**src/rtl/cal_alarm.sv**
```systemverilog
module cal_alarm #(
  parameter int YW = 12
) (
  input  logic          clk,
  input  logic          rst_n,
  input  logic          wr_en,
  input  logic [1:0]    wr_addr,
  input  logic [31:0]   wr_data,
  input  logic [YW-1:0] live_year,
  input  logic [3:0]    live_month,
  input  logic [4:0]    live_day,
  input  logic [2:0]    live_wday,
  input  logic [4:0]    live_hour,
  input  logic [5:0]    live_min,
  input  logic [5:0]    live_sec,
  output logic          armed,
  output logic          raw_irq,
  output logic          irq
);
  logic [YW-1:0] a_year;
  logic [3:0]    a_month;
  logic [4:0]    a_day, a_hour;
  logic [2:0]    a_wday;
  logic [5:0]    a_min, a_sec;
  logic [6:0]    sel;
  logic          gen_q, ie_q, force_q, hit;

  always_ff @(posedge clk or negedge rst_n) begin
    if (!rst_n) begin
      a_year <= '0; a_month <= '0; a_day <= '0; a_wday <= '0;
      a_hour <= '0; a_min <= '0; a_sec <= '0; sel <= '0;
      gen_q <= 1'b0; ie_q <= 1'b0; force_q <= 1'b0;
    end else if (wr_en) begin
      case (wr_addr)
        2'd0: begin
          a_year  <= wr_data[YW-1:0];
          a_month <= wr_data[15:12];
          a_day   <= wr_data[20:16];
          sel[2:0] <= wr_data[26:24];
          gen_q   <= wr_data[31];
        end
        2'd1: begin
          a_sec  <= wr_data[5:0];
          a_min  <= wr_data[11:6];
          a_hour <= wr_data[16:12];
          a_wday <= wr_data[19:17];
          sel[6:3] <= wr_data[27:24];
        end
        2'd2: ie_q <= wr_data[0];
        default: force_q <= wr_data[0];
      endcase
    end
  end

  assign hit = (!sel[0] || live_year  == a_year)
            && (!sel[1] || live_month == a_month)
            && (!sel[2] || live_day   == a_day)
            && (!sel[3] || live_sec   == a_sec)
            && (!sel[4] || live_min   == a_min)
            && (!sel[5] || live_hour  == a_hour)
            && (!sel[6] || live_wday  == a_wday);

  always_ff @(posedge clk or negedge rst_n) begin
    if (!rst_n) begin
      armed   <= 1'b0;
      raw_irq <= 1'b0;
    end else begin
      armed   <= gen_q;
      raw_irq <= armed && hit;
    end
  end

  assign irq = (raw_irq && ie_q) || force_q;

  p_armed_follows_r2: assert property (@(posedge clk) disable iff (!rst_n)
    1'b1 |=> (armed == $past(gen_q)));
  p_raw_needs_armed_r3: assert property (@(posedge clk) disable iff (!rst_n)
    raw_irq |-> $past(armed));
  p_disarm_clears_r6: assert property (@(posedge clk) disable iff (!rst_n)
    !armed |=> !raw_irq);
  p_force_wins_r8: assert property (@(posedge clk) disable iff (!rst_n)
    force_q |-> irq);
  p_mask_blocks_r7: assert property (@(posedge clk) disable iff (!rst_n)
    (!force_q && !ie_q) |-> !irq);
endmodule

```
**config.mk**
```make
export PLATFORM = sky130hd
export DESIGN_NAME = cal_alarm
export DESIGN_NICKNAME = d
export VERILOG_FILES = /design/src/rtl/cal_alarm.sv
export SDC_FILE = /design/constraint.sdc
export NUM_CORES = 1
export LEC_CHECK = 0
export ABC_AREA = 1
export BUFFER_PORTS_ARGS = -buffer_cell sky130_fd_sc_hd__buf_2
export CAP_MARGIN = 20
export CORE_AREA = 2 2 76 78
export CTS_CLUSTER_DIAMETER = 40
export DETAILED_ROUTE_END_ITERATION = 8
export DIE_AREA = 0 0 78 80
export PLACE_DENSITY_LB_ADDON = 0.3
export SLEW_MARGIN = 40
export SYNTH_ARGS = -nofsm -noshare
export SYNTH_HDL_FRONTEND = slang
export SYNTH_SLANG_ARGS = --single-unit
```
**constraint.sdc**
```tcl
create_clock -name clk -period 1.11 [get_ports clk]
set_input_delay 0.0555 -clock clk [delete_from_list [all_inputs] [get_ports clk]]
set_output_delay 0.0555 -clock clk [all_outputs]
set_load 0.1 [all_outputs]
```
==> impl_metrics.tcl <==
set metrics [dict create \
    outcome "finished with violations" \
    violations "setup timing" \
    synthTopCellsByArea "dfrtp_1 48%, nand2_1 17%, inv_1 9.2%, o21ai_0 8.0%, xnor2_1 5.8%" \
    via_count 2356 \
    viasPerCell 4.52 \
    worstSetupEndpointType "output port" \
    grt_pass1_wl_um 9550 \
    drv_slew 0 \
    grt_max_degree 54 \
    netlist_instances 362 \
    yosysMostFrequentCell "nand2_1" \
    die_w_um 78 \
    overflow 0 \
    io_pins 81 \
    fin_hold_ws_ns 0.0129 \
    critPathArrivalTime_ns 1.09 \
    grt_antenna_before_repair 0 \
    clkPwrFrac_pct 26.6 \
    crit_fanout 2 \
    rsz0062_at_grt "true" \
    multi_input_area_um2 1090 \
    async_flop_share_pct 100 \
    grt_pass1_vias 2282 \
    final_nets 526 \
    switchingPower_mw 1.45 \
    antenna_left 0 \
    post-route-period-util_pct 103 \
    cellPowerDensity_nw_per_um2 1450 \
    finalSetupViolCount 2 \
    synth-edff-count 0 \
    cts_buffers 5 \
    placed_area_um2 3230 \
    numPortBuffers 74 \
    wire_per_inst_um 10.6 \
    die-area_um2 6240 \
    skew_ns 0.00986 \
    first_pass_iters 4 \
    final_cell_area_um2 3450 \
    cap_violations 0 \
    hold_path_class "in -> reg" \
    gp_congestion 0.747 \
    drt_iter0_markers 90 \
    synth_top_flop_cell "dfrtp_1" \
    syn_nets 440 \
    yosysTopAreaCell "dfrtp_1" \
    avgSynthCellArea_um2 7.57 \
    min_period_ns 1.14 \
    htreeDepth 2 \
    grt.total_usage_pct 19.0 \
    ys_warn_count 0 \
    p_int_mw 3.55 \
    timing.fmax_mhz 875 \
    ys_seq_area_share_pct 48.4 \
    fillers 498 \
    comb_power_share_pct 24.1 \
    synth.distinct_cells 17 \
    ys_top_cells_by_count "123 x nand2_1, 67 x inv_1, 53 x dfrtp_1, 44 x o21ai_0, 28 x nor2_1" \
    power_mw 5.00 \
    ff_latch_area_um2 1330 \
    start_util_pct 50.7 \
    insertion_delay_ns 0.30 \
    diodes 0 \
    drc 0 \
    required_ns 1.05 \
    path_class "reg -> out" \
    num_rows 27 \
    wl_um 5500 \
    ys_ff_latch 53 \
    drive_gt1_share_pct 22.0 \
    syn_to_final_growth_pct 25.8 \
    setup_slack_ns -0.0323 \
    place_hpwl_um 4160 \
    pwr-share-seq_pct 49.3 \
    post-place-ws_ns -0.0234 \
    clock_sinks 53 \
    startpoint_type "register" \
    hold_viol_final 0 \
    cts_tree "built" \
    synth_top_area_share_pct 48.4 \
    syn_area_um2 2740 \
    p_leak_nw 1.97 \
    worst_pin_slew_ns 0.278 \
    die_h_um 80 \
    path_clk_slew_ns 0.09 \
    slew_headroom_pct 81.5 \
    power.share.switching_pct 29.0 \
    vdd_drop_max_uv 844 \
    core_um2 5410 \
    clk_path_buf_depth 2 \
    cts-root-buf "clkbuf_8" \
]
-- what timing repair did --
| action | CTS | global route |
|---|---|---|
| buffers inserted | 2 | 1 |
| endpoints found under the setup margin | 2 | 2 |
| pin swaps | 5 | 4 |
| endpoints found under the hold margin | 57 | 1 |
| gates resized for setup | 1 | 2 |
| hold buffers | 5 | 1 |
-- logic make-up after synthesis --
group	count (synthesis)	share of synthesized area (%)
multiplexers	2	1.10
AND/OR/NAND/NOR	161	22.9
flip-flops	53	48.4
XOR/XNOR	19	6.07
buffers and inverters	77	12.3
AO/OA/AOI/OAI	50	9.22
-- final cells by class --
class                   instances  area share [%]
flip-flops and latches         53            38.5
inverters                      67            7.29
well taps                      72            2.61
clock inverters                 1           0.871
repair buffers                 89            16.5
clock buffers                   7            2.50
multi-input cells             232            31.7
-- path summary, 6_finish.rpt --
kind / slack, ns / end / cells after the start / start
min in group asynchronous: 0.27 / a_hour[4]$_DFFE_PN0P_ / 3 / rst_n
worst max register to register: -0.02 / raw_irq$_DFF_PN0_ / 9 / a_day[0]$_DFFE_PN0P_
worst max-delay path: -0.03 / irq / 2 / raw_irq$_DFF_PN0_
max in group asynchronous: 0.59 / raw_irq$_DFF_PN0_ / 3 / rst_n
worst min-delay path: 0.01 / a_year[6]$_DFFE_PN0P_ / 3 / wr_data[6]
worst min register to register: 0.40 / armed$_DFF_PN0_ / 0 / gen_q$_DFFE_PN0P_
-- worst max-delay path: stages, from the launching register on --
cell	delay, ns
dfrtp_2	0.42
a21o_4	0.21
buf_12	0.16
-- power groups by stage --
stage / clock (mW) / sequential (mW) / combinational, mW
floorplan: 0 / 2.51 / 0.729
global placement: 0 / 2.48 / 1.13
detailed placement: 0 / 2.50 / 1.17
CTS: 1.36 / 2.46 / 1.21
global route: 1.44 / 2.51 / 1.39
finish: 1.33 / 2.46 / 1.20
-- sequential cells by signal (all words and copies together) (netlist names) --
signal   count
a_year      12
sel          7
a_min        6
a_sec        6
a_day        5
a_hour       5
a_month      4
a_wday       3
armed        1
force_q      1
gen_q        1
ie_q         1
raw_irq      1
-- metrics by stage --
step,TNS [ns],cells,util (%)
after floorplan,-0.138,362,-
after global placement,0,504,59.8
after detailed placement,-0.0234,504,59.8
after CTS,-0.0848,519,63.3
after global routing,-0.226,521,63.8
final,-0.0526,521,63.8
-- cell usage in the layout (no fill, tap or decap), drive strengths merged --
cell,instances
a21o,1
a21oi,1
buf,83
bufinv,1
clkbuf,7
dfrtp,53
dlygate4sd3,6
inv,67
mux2,2
nand2,123
nand3,10
nor2,28
o21ai,48
xnor2,18
xor2,1
-- metal layers --
layer | GRT usage, % | vias up | wire length (um)
met1 | 23.8 | 1059 | 2450
li1 | - | 1245 | -
met4 | 4.21 | 0 | 53
met3 | 3.62 | 5 | 217
met5 | 0 | - | 0
met2 | 34.3 | 47 | 2780
Power figures use the tool's default switching activity.
